===== src/rtl/udma_out_pkg.sv =====
package udma_out_pkg;

  typedef enum logic [3:0] {
    IDLE, ACK_SETUP, ENVELOPE, WAIT_READY, STREAM,
    PAUSE, TERM_WAIT, STOP_ASSERT, RELEASE
  } burst_st_e;

  // Fixed intervals shared by every mode, in ns.
  localparam int ACK_NS   = 20;
  localparam int ENV_NS   = 20;
  localparam int HOLD_NS  = 6;
  localparam int QUIET_NS = 50;

  function automatic int ns2cyc(input int ns, input int clk_ns);
    return (ns + clk_ns - 1) / clk_ns;
  endfunction

  function automatic int edge_min_ns(input int m);
    case (m)
      0: return 112;
      1: return 73;
      2: return 54;
      3: return 39;
      default: return 25;
    endcase
  endfunction

  function automatic int pair_typ_ns(input int m);
    case (m)
      0: return 240;
      1: return 160;
      2: return 120;
      3: return 90;
      default: return 60;
    endcase
  endfunction

  function automatic int setup_ns(input int m);
    case (m)
      0: return 70;
      1: return 48;
      2: return 30;
      3: return 20;
      default: return 6;
    endcase
  endfunction

  function automatic int stop_hold_ns(input int m);
    case (m)
      0: return 160;
      1: return 125;
      default: return 100;
    endcase
  endfunction

  function automatic int half_cyc(input int m, input int clk_ns);
    int a, b, c;
    a = ns2cyc(edge_min_ns(m), clk_ns);
    b = ns2cyc(pair_typ_ns(m) / 2, clk_ns);
    c = ns2cyc(setup_ns(m), clk_ns) + ns2cyc(HOLD_NS, clk_ns);
    if (b > a) a = b;
    if (c > a) a = c;
    return a;
  endfunction

endpackage


===== src/rtl/udma_out_timer.sv =====
module udma_out_timer #(
  parameter int CNT_W = 8
) (
  input  logic             clk,
  input  logic             rst_n,
  input  logic             load,
  input  logic [CNT_W-1:0] val,
  output logic             done
);
  logic [CNT_W-1:0] cnt_q;

  always_ff @(posedge clk or negedge rst_n) begin
    if (!rst_n)             cnt_q <= '0;
    else if (load)          cnt_q <= val;
    else if (cnt_q != '0)   cnt_q <= cnt_q - 1'b1;
  end

  assign done = (cnt_q == '0);
endmodule


===== src/rtl/udma_out_timing.sv =====
module udma_out_timing
  import udma_out_pkg::*;
#(
  parameter int CLK_NS = 4,
  parameter int CNT_W  = 8,
  parameter int MODE_W = 3
) (
  input  logic [MODE_W-1:0] mode,
  output logic [CNT_W-1:0]  half_c,
  output logic [CNT_W-1:0]  setup_c,
  output logic [CNT_W-1:0]  stop_hold_c
);
  localparam int NMODES = 5;

  logic [CNT_W-1:0] half_tab  [NMODES];
  logic [CNT_W-1:0] setup_tab [NMODES];
  logic [CNT_W-1:0] shold_tab [NMODES];

  for (genvar m = 0; m < NMODES; m++) begin : g_mode
    localparam int HALF  = half_cyc(m, CLK_NS);
    localparam int SETUP = ns2cyc(setup_ns(m), CLK_NS);
    localparam int SHOLD = ns2cyc(stop_hold_ns(m), CLK_NS);
    assign half_tab[m]  = CNT_W'(HALF);
    assign setup_tab[m] = CNT_W'(SETUP);
    assign shold_tab[m] = CNT_W'(SHOLD);
  end

  logic [MODE_W-1:0] sel;
  always_comb begin
    sel = (mode > MODE_W'(NMODES - 1)) ? MODE_W'(NMODES - 1) : mode;
    half_c      = half_tab[sel];
    setup_c     = setup_tab[sel];
    stop_hold_c = shold_tab[sel];
  end
endmodule


===== src/rtl/udma_out_pacer.sv =====
module udma_out_pacer #(
  parameter int DATA_W = 16,
  parameter int CNT_W  = 8
) (
  input  logic              clk,
  input  logic              rst_n,
  input  logic              start,
  input  logic              en_load,
  input  logic              en_edge,
  input  logic [CNT_W-1:0]  hold_c,
  input  logic [CNT_W-1:0]  half_c,
  input  logic [CNT_W-1:0]  setup_c,
  input  logic              src_valid,
  input  logic [DATA_W-1:0] src_data,
  input  logic              src_last,
  output logic              src_ready,
  output logic [DATA_W-1:0] dout,
  output logic              strobe,
  output logic              fire,
  output logic              fire_last,
  output logic [CNT_W-1:0]  gap
);
  localparam logic [CNT_W-1:0] SAT = '1;

  logic             pend_q, last_q;
  logic [CNT_W-1:0] gap_q, stab_q;
  logic             load;

  assign src_ready = en_load && !pend_q && (gap_q >= hold_c);
  assign load      = src_ready && src_valid;
  assign fire      = en_edge && pend_q && (gap_q >= half_c) && (stab_q >= setup_c);
  assign fire_last = fire && last_q;
  assign gap       = gap_q;

  always_ff @(posedge clk or negedge rst_n) begin
    if (!rst_n) begin
      pend_q <= 1'b0;
      last_q <= 1'b0;
      dout   <= '0;
      strobe <= 1'b1;
      gap_q  <= SAT;
      stab_q <= '0;
    end else if (start) begin
      pend_q <= 1'b0;
      gap_q  <= SAT;
      stab_q <= '0;
    end else begin
      if (load) begin
        dout   <= src_data;
        last_q <= src_last;
        pend_q <= 1'b1;
        stab_q <= CNT_W'(1);
      end else begin
        if (fire) pend_q <= 1'b0;
        if (stab_q != SAT) stab_q <= stab_q + 1'b1;
      end
      if (fire) begin
        strobe <= ~strobe;
        gap_q  <= CNT_W'(1);
      end else if (gap_q != SAT) begin
        gap_q <= gap_q + 1'b1;
      end
    end
  end
endmodule


===== src/rtl/udma_out_sender.sv =====
module udma_out_sender
  import udma_out_pkg::*;
#(
  parameter int CLK_NS = 4,
  parameter int DATA_W = 16,
  parameter int CNT_W  = 8,
  parameter int MODE_W = 3
) (
  input  logic              clk,
  input  logic              rst_n,
  input  logic [MODE_W-1:0] mode,
  input  logic              dmarq,
  input  logic              dmardy_n,
  output logic              dmack_n,
  output logic              stop,
  output logic              strobe,
  output logic [DATA_W-1:0] dout,
  input  logic              word_valid,
  input  logic [DATA_W-1:0] word_data,
  input  logic              word_last,
  output logic              word_ready
);
  localparam int ACK_C   = ns2cyc(ACK_NS, CLK_NS);
  localparam int ENV_C   = ns2cyc(ENV_NS, CLK_NS);
  localparam int HOLD_C  = ns2cyc(HOLD_NS, CLK_NS);
  localparam int QUIET_C = ns2cyc(QUIET_NS, CLK_NS);

  burst_st_e         st_q, st_d;
  logic [MODE_W-1:0] mode_q;
  logic              tload, tdone;
  logic [CNT_W-1:0]  tval;
  logic [CNT_W-1:0]  half_c, setup_c, shold_c, gap;
  logic              fire, fire_last, start, en_load, en_edge, quiet;

  udma_out_timing #(.CLK_NS(CLK_NS), .CNT_W(CNT_W), .MODE_W(MODE_W)) timing_i (
    .mode(mode_q), .half_c(half_c), .setup_c(setup_c), .stop_hold_c(shold_c)
  );

  udma_out_timer #(.CNT_W(CNT_W)) timer_i (
    .clk(clk), .rst_n(rst_n), .load(tload), .val(tval), .done(tdone)
  );

  assign start   = (st_q == ENVELOPE) && tdone;
  assign en_load = dmarq && (st_q == WAIT_READY || st_q == STREAM || st_q == PAUSE);
  assign en_edge = dmarq && !dmardy_n && (st_q == STREAM);
  assign quiet   = (gap >= CNT_W'(QUIET_C));

  udma_out_pacer #(.DATA_W(DATA_W), .CNT_W(CNT_W)) pacer_i (
    .clk(clk), .rst_n(rst_n), .start(start), .en_load(en_load), .en_edge(en_edge),
    .hold_c(CNT_W'(HOLD_C)), .half_c(half_c), .setup_c(setup_c),
    .src_valid(word_valid), .src_data(word_data), .src_last(word_last),
    .src_ready(word_ready), .dout(dout), .strobe(strobe),
    .fire(fire), .fire_last(fire_last), .gap(gap)
  );

  // Next state and interval loads; the timer reaches zero tval+1 edges after load.
  always_comb begin
    st_d  = st_q;
    tload = 1'b0;
    tval  = '0;
    case (st_q)
      IDLE: if (dmarq) begin
        st_d = ACK_SETUP; tload = 1'b1; tval = CNT_W'(ACK_C - 1);
      end
      ACK_SETUP: if (tdone) begin
        st_d = ENVELOPE; tload = 1'b1; tval = CNT_W'(ENV_C - 1);
      end
      ENVELOPE: if (tdone) st_d = WAIT_READY;
      WAIT_READY: begin
        if (!dmarq)         st_d = TERM_WAIT;
        else if (!dmardy_n) st_d = STREAM;
      end
      STREAM: begin
        if (!dmarq || fire_last) st_d = TERM_WAIT;
        else if (dmardy_n)       st_d = PAUSE;
      end
      PAUSE: begin
        if (!dmarq)         st_d = TERM_WAIT;
        else if (!dmardy_n) st_d = STREAM;
      end
      TERM_WAIT: if (quiet) begin
        st_d = STOP_ASSERT; tload = 1'b1; tval = shold_c - 1'b1;
      end
      STOP_ASSERT: if (tdone && !dmarq) begin
        st_d = RELEASE; tload = 1'b1; tval = CNT_W'(ACK_C - 1);
      end
      RELEASE: if (tdone) st_d = IDLE;
      default: st_d = IDLE;
    endcase
  end

  always_ff @(posedge clk or negedge rst_n) begin
    if (!rst_n) begin
      st_q    <= IDLE;
      mode_q  <= '0;
      dmack_n <= 1'b1;
      stop    <= 1'b1;
    end else begin
      st_q <= st_d;
      if (st_q == IDLE && dmarq)      mode_q  <= mode;
      if (st_q == ACK_SETUP && tdone) dmack_n <= 1'b0;
      if (st_q == RELEASE && tdone)   dmack_n <= 1'b1;
      if (start)                      stop    <= 1'b0;
      if (st_q == TERM_WAIT && quiet) stop    <= 1'b1;
    end
  end
endmodule


===== config.mk =====
export PLATFORM = sky130hd
export DESIGN_NAME = udma_out_sender
export DESIGN_NICKNAME = d
export VERILOG_FILES = /design/src/rtl/udma_out_pkg.sv /design/src/rtl/udma_out_timer.sv /design/src/rtl/udma_out_timing.sv /design/src/rtl/udma_out_pacer.sv /design/src/rtl/udma_out_sender.sv
export SDC_FILE = /design/constraint.sdc
export NUM_CORES = 1
export LEC_CHECK = 0
export ABC_AREA = 1
export BUFFER_PORTS_ARGS = -buffer_cell sky130_fd_sc_hd__buf_2
export CORE_ASPECT_RATIO = 1.2
export CORE_MARGIN = 5
export CORE_UTILIZATION = 55
export DETAILED_ROUTE_END_ITERATION = 10
export MAX_ROUTING_LAYER = met4
export PLACE_DENSITY = 0.86
export SYNTH_ARGS = -nofsm -noshare
export SYNTH_HDL_FRONTEND = slang
export SYNTH_SLANG_ARGS = --single-unit

===== constraint.sdc =====
create_clock -name clk -period 3.5 [get_ports clk]
set_input_delay 0.35 -clock clk [delete_from_list [all_inputs] [get_ports clk]]
set_output_delay 0.35 -clock clk [all_outputs]
set_load 0.03 [all_outputs]

# Yosys cells after proc, flatten, opt, wreduce, memory -nomap -nowiden
# Memories as Yosys holds them, arrays and structs flattened.
# Cells that the tools add are included.
[totals]
ff_bits = 52
mem_bits_ro = 192
in_bits = 25
out_inout_bits = 20
elab_cells = 123
n_memories = 3
[mem_list]
columns = ["name", "words", "word_bits", "read_ports", "rd_ports_with_merged_regs", "write_ports", "line", "text"]
rows = [
  ["(name not given)", 8, 8, 1, 0, 0, "udma_out_timing.sv:31", "half_c = half_tab[sel];"],
  ["(name not given)", 8, 8, 1, 0, 0, "udma_out_timing.sv:32", "setup_c = setup_tab[sel];"],
  ["(name not given)", 8, 8, 1, 0, 0, "udma_out_timing.sv:33", "stop_hold_c = shold_tab[sel];"],
]
[op_classes]
addsub = 4
n_lt_le_gt_ge = 6
eq_ne = 18
n_mux = 43
bitwise_logic = 3
reduce_logical = 35
[op_table]
columns = ["op", "n"]
rows = [
  ["$mux W8", 15],
  ["$mux W4", 10],
  ["$pmux W4 S8", 1],
  ["$pmux W8 S4", 1],
  ["$add A8 B1 Y8 const B", 2],
  ["$eq A4 B3 Y1 const B", 4],
  ["$ge A8 B8 Y1", 2],
  ["$logic_and A1 B1 Y1", 16],
  ["$ne A8 B8 Y1 const B", 2],
  ["$sub A8 B1 Y8 const B", 2],
  ["$mux W3", 4],
  ["$ne A2 B2 Y1 const B", 6],
  ["$mux W1", 11],
  ["$reduce_bool A3 Y1", 3],
  ["$eq A4 B2 Y1 const B", 2],
  ["$ge A8 B2 Y1 const B", 1],
  ["$ge A8 B4 Y1 const B", 1],
  ["$logic_not A8 Y1", 1],
  ["$reduce_and A8 Y1", 1],
  ["$reduce_bool A8 Y1", 1],
  ["$reduce_bool A2 Y1", 3],
  ["$eq A4 B1 Y1 const B", 1],
  ["$eq A4 B4 Y1 const B", 1],
  ["$ge A4 B4 Y1 const B", 1],
  ["other kinds (11)", 17],
]

# Depth between registers and ports, before layout
[logic_depth]
depth_word = 13
depth_mapped = 20

# By module
# From an unflattened synthesis, not the netlist that was laid out.
[hier_totals]
hier_cells = 535
hier_area_um2 = 3861.2
[by_module_without_submodules]
columns = ["module", "n_inst", "cells_each", "area_each_um2", "seq_area_each_um2"]
rows = [
  ["udma_out_pacer", 1, 298, 2307.2, 887.1],
  ["udma_out_sender", 1, 134, 847.1, 227.7],
  ["udma_out_timer", 1, 71, 513.0, 200.2],
  ["udma_out_timing", 1, 32, 193.9, 0.0],
]

# Worst setup path after synthesis
# No wires, ideal clock.
[synth_path]
path_type = "reg2reg"
startpoint = "register mode_q[2]"
endpoint = "register st_q[1]"
setup_time_ns = 0.116
t_arrival_ns = 2.412
t_required_ns = 3.384
setup_slack_ns = 0.971
stages_incl_launch_ff = 19
path_buffers = 1
synth_period_minus_slack_ns = 2.529
path_cell_list = "dfrtp_1 > clkbuf_1 > nor2_1 > inv_1 > ha_1 > or2_2 > ha_1 > nand2_1 > nor2_1 > nor2_1 > nand2_1 > nand2_1 > nand2_1 > nand4_1 > nand3_1 > nand2_2 > inv_1 > nand2_1 > nand2_1"
[synth_via]
elab_chain_len = 13
word_cells_on_any_way = 19
classes_between = "order compare (3); eq/ne (1); mux (7); bitwise (1); reduce/logical (5); memory (2)"
[synth_lines]
columns = ["item", "line", "text"]
rows = [
  ["start, declared", "udma_out_sender.sv:29", "logic [MODE_W-1:0] mode_q;"],
  ["start signal, assigned", "udma_out_sender.sv:100", "if (st_q == IDLE && dmarq) mode_q <= mode;"],
  ["$gt A3 B3 Y1", "udma_out_timing.sv:30", "sel = (mode > MODE_W'(NMODES - 1)) ? MODE_W'(NMODES - 1) : mode;"],
  ["$mux W3 (*)", "udma_out_timing.sv:30", ""],
  ["$not A3 Y4 (not written as such) (*)", "udma_out_timing.sv:31, udma_out_timing.sv:32", ""],
  ["$mem_v2 Z8 W8", "-", ""],
  ["$mux W8 (not written as such) (2 in series)", "udma_out_timing.sv:31", ""],
  ["$ge A8 B8 Y1", "udma_out_pacer.sv:31", "assign fire = en_edge && pend_q && (gap_q >= half_c) && (stab_q >= setup_c);"],
  ["$logic_and A1 B1 Y1", "udma_out_pacer.sv:31", ""],
  ["$logic_and A1 B1 Y1 (*)", "udma_out_pacer.sv:31", ""],
  ["$logic_and A1 B1 Y1 (*)", "udma_out_pacer.sv:32", "assign fire_last = fire && last_q;"],
  ["$logic_or A1 B1 Y1 (*)", "udma_out_sender.sv:74", "if (!dmarq || fire_last) st_d = TERM_WAIT;"],
  ["$ne A3 B2 Y1 (no line) / $mux W4 (equally long branches)", "-", ""],
  ["$reduce_and A8 Y1 (no line) / $pmux W4 S8 (equally long branches)", "-", ""],
  ["end signal, assigned", "udma_out_sender.sv:99", "st_q <= st_d;"],
  ["end, declared", "udma_out_sender.sv:28", "burst_st_e st_q, st_d;"],
]
# Mark *: on every way between the ends. The rest lies on a longest branch, timed or not. The select of a mux whose other input is x is not followed.
# A chain may end at the register's enable or synchronous reset.

# Final worst setup path
[layout_path]
startpoint = "register mode_q[2]"
endpoint = "register pacer_i.gap_q[7] (netlist: pacer_i.gap[7])"
[layout_via]
elab_chain_len = 11
word_cells_on_any_way = 16
classes_between = "order compare (3); mux (7); bitwise (1); reduce/logical (3); memory (2)"
[layout_lines]
columns = ["item", "line", "text"]
rows = [
  ["$gt A3 B3 Y1", "udma_out_timing.sv:30", ""],
  ["$mux W3 (*)", "udma_out_timing.sv:30", ""],
  ["$not A3 Y4 (not written as such) (*)", "udma_out_timing.sv:31, udma_out_timing.sv:32", ""],
  ["$mem_v2 Z8 W8", "-", ""],
  ["$mux W8 (not written as such) (2 in series)", "udma_out_timing.sv:31", ""],
  ["$ge A8 B8 Y1", "udma_out_pacer.sv:31", ""],
  ["$logic_and A1 B1 Y1", "udma_out_pacer.sv:31", ""],
  ["$logic_and A1 B1 Y1 (*)", "udma_out_pacer.sv:31", ""],
  ["$mux W8", "udma_out_pacer.sv:57", "if (fire) begin"],
  ["$mux W8", "udma_out_pacer.sv:43", "end else if (start) begin"],
  ["end signal, assigned", "udma_out_pacer.sv:61", "gap_q <= gap_q + 1'b1;"],
  ["end, declared", "udma_out_pacer.sv:26", "logic [CNT_W-1:0] gap_q, stab_q;"],
]
# Marks and branches as above.

==> results.md <==
- Xor-xnor portion of the synthesized cell area: 0.0301
- Yosys cell types: 37
- WS Path Type: register to register
- GR Util met1: 0.237
- Post-route ant nets: 0
- Hold WC Path Type: input port to asynchronous set/reset pin
- DP Worst Slack: 0.705 ns
- Deepest level of the CTS H-tree: 2
- Cell mode on critical path: nand2_1
- Hpwl dp: 5040 um
- Max-cap violations: 0
- Routing usage on met3: 0.0299
- Crit share post-route: 0.805
- Core box area: 0.00567 sq mm
- 1st-pass router iterations: 4
- Fraction of final layout cells sized beyond drive strength 1: 0.220
- Status: completed
- Post-synthesis cell area: 0.00320 sq mm
- Starting Density: 0.565
- Syn Nets: 452
- Post-CTS setup buffer count: 0
- Initial antenna violation count: 0
- Count leader, synth: nand2_1
- 1st-iter DRT viols: 125
- Peak Freq: 0.355 GHz
- Non-Filler Instances: between 500 and 600
- Clock Skew: 0.00254 ns
- Avg Synthesized Cell Area: 7.93 sq um
- CP Cell Sequence: nor2_1 > inv_1 > ha_1 > or2_2 > ha_1 > nand2_1 > nor2_1 > nor2_1 > nand2_1 > nand2_1 > nand2_1 > nand3_2 > inv_2 > nor2_2 > inv_1 > o211ai_1
- Hold_buf cts: 0
- Final wirelength: between 6000 and 7000 um
- CTS root buffer: clkbuf_8
- Setup-failing EPs final: 0
- Clock buffer depth: 2
- Top_reg_cell synth: dfrtp_1
- CP endpoint kind: register
- Resize count post-CTS: 0
- Drt drc: 0
- Port bufs: 44
- Die span in y: 93.6 um
- Sink Count: 52
- Worst r2r dst: pacer_i.gap[7]$_DFFE_PN1P_
- Die ar.: 0.00746 sq mm
- Top Usage Layer GRT: met2
- Fin. Hold Viols: 0
- CTS tree: yes
- Via density: 5.11
- Vias in the first global route: 2,733
- Seq/Total Area, Yosys: 0.410
- FILL cells: between 400 and 500
- Design area: 0.00359 sq mm
- Rows: 30
- Leading area contributor after synthesis: dfrtp_1
- #FFs+latches synth: 52
- Cells after DPL: 522
- Reg2Reg Depth: 16
- First-pass GRT wire length: 12,000 um
- Met2 Use GR: 0.349
- Top post-synthesis cells by area: dfrtp_1, nand2_1, dfstp_2
- Max incr delay on CP: 0.49 ns
- I/O pin cnt: 45
- Die Wd: 79.7 um
- Gr ovfl total: 0
- Pleak: around 2 nW
- CP max-delay cell: dfrtp_1
- Clock insertion delay at the later pin of the skew report: 0.30 ns
- Multiplexer share of the synthesized area: 0
- Asr flop ratio synth: 1.00
- Largest net degree at the start of global routing: 36
- RD Place Congestion: 0.841
- Synth top cells by count: nand2_1, inv_1, dfrtp_1
- Synth top area share: 0.320
- Cell Pwr Density: 294 mW/mm^2
- Period minus WS final: 2.82 ns
- Fin nets: 497
- Reg-to-Reg Start: mode_q[2]$_DFFE_PN0P_
- Setup TNS: 0 ns
- RSZ-0062 raised after global routing: false
- CTS clk-pin slew, worst paths: 0.09 ns
- CP max FO: 9
- Per-cell routed wire length: 12.8 um
- Synth Area in Compound Gates: 0.0679
- Tot GR Track Use: 0.204
- # diodes: 0
- Worst-Margin Slew: 0.795 ns
- CP arrival: approximately 3 ns
- Post-synth EDFFs: 0
- Routed vias: 2,706
- Synth Warn #: 0
- Final worst slack: 0.681 ns
- Area after detailed placement: 0.00348 sq mm
- Simple-gate share of the synthesized area: 0.316
- Peak supply drop: 259 uV
- Total CTS buffers: 5
- Crit start category: register
- Synth Area in Adders: 0.0898
- Syn Inst Count: between 400 and 500
- Relative slew slack: 0.470
- Worst Path Required: 3.73 ns
- Syn-to-layout area delta: 12.0%
- Main combinational cell family by area after synthesis: simple AND/OR/NAND/NOR gates
- Worst R2R Setup Slack: 0.68 ns
- Max-slew violations: 0
## report_power, final
part / total (mW) / leakage (nW) / switching (mW) / internal (mW)
combinational: 0.0320 / 1.31 / 0.0214 / 0.0106
sequential: 0.601 / 0.638 / 0 / 0.601
clock: 0.420 / 0.0558 / 0.204 / 0.216
total: 1.05 / 2.00 / 0.225 / 0.828
## through the flow
| step | hold WS, ns | util | power, mW |
|---|---|---|---|
| after floorplan | 0.0544 | - | 0.618 |
| after global placement | 0.449 | 0.613 | 0.645 |
| after detailed placement | 0.453 | 0.613 | 0.645 |
| after CTS | 0.148 | 0.633 | 1.06 |
| after global routing | 0.179 | 0.633 | 1.09 |
| final | 0.121 | 0.633 | 1.05 |
## cells in the final DEF (no fill, tap or decap), drive strengths merged, types with 6 or more instances in the layout
cell type  synthesis  final
nand2            110    110
inv               59     60
buf                5     45
dfrtp             41     41
nand3             39     39
nor2              39     39
ha                23     23
o21ai             17     17
a21oi             12     12
dfstp             11     11
nor3               9      9
xor2               8      8
clkbuf             2      6
## layer usage
layer	vias to the layer above	share of wire
met3	12	0.036
met4	0	0.025
met5	-	0
li1	1381	-
met2	67	0.54
met1	1246	0.40
## worst max-delay path: cells and delay by family, from the launching register on
family          cells  cell delay (ns)
buf+inv             3             0.27
compound gates      1             0.09
fa+ha+maj           2             0.57
simple gates       10             1.32
flops               1             0.49
## worst max-delay path by stage
stage	depth (start not counted)	endpoint	from
2_1_floorplan	18	st_q[1]$_DFFE_PN0P_	mode_q[2]$_DFFE_PN0P_
3_3_place_gp	17	st_q[1]$_DFFE_PN0P_	mode_q[2]$_DFFE_PN0P_
3_5_place_dp	16	pacer_i.gap[7]$_DFFE_PN1P_	mode_q[2]$_DFFE_PN0P_
4_1_cts	16	pacer_i.gap[7]$_DFFE_PN1P_	mode_q[2]$_DFFE_PN0P_
5_1_grt	17	st_q[1]$_DFFE_PN0P_	mode_q[2]$_DFFE_PN0P_
6_report	16	pacer_i.gap[7]$_DFFE_PN1P_	mode_q[2]$_DFFE_PN0P_
## registers in the layout, indices dropped and copies added (netlist names), 3 cells and up
register        count
pacer_i.dout       16
st_q                4
timer_i.cnt_q       8
pacer_i.gap         8
mode_q              3
pacer_i.stab_q      8
## cell type report
cell class | instances | area (sq um) | share of cell area
Clock buffer | 6 | 72.6 | 0.0202
Clock inverter | 2 | 38.8 | 0.0108
Inverter | 59 | 221 | 0.0617
Multi-Input combinational cell | 286 | 1610 | 0.449
Sequential cell | 52 | 1320 | 0.366
Tap cell | 80 | 100 | 0.0279
Timing Repair Buffer | 45 | 228 | 0.0635
## cells by family (layout without fill, tap and decap cells)
group / count (synthesis) / after routing
xor+xnor: 11 / 11
fa+ha+maj: 23 / 23
simple gates: 214 / 214
compound gates: 38 / 38
buf+inv: 66 / 112
flops: 52 / 52
Power figures use the tool's default switching activity.
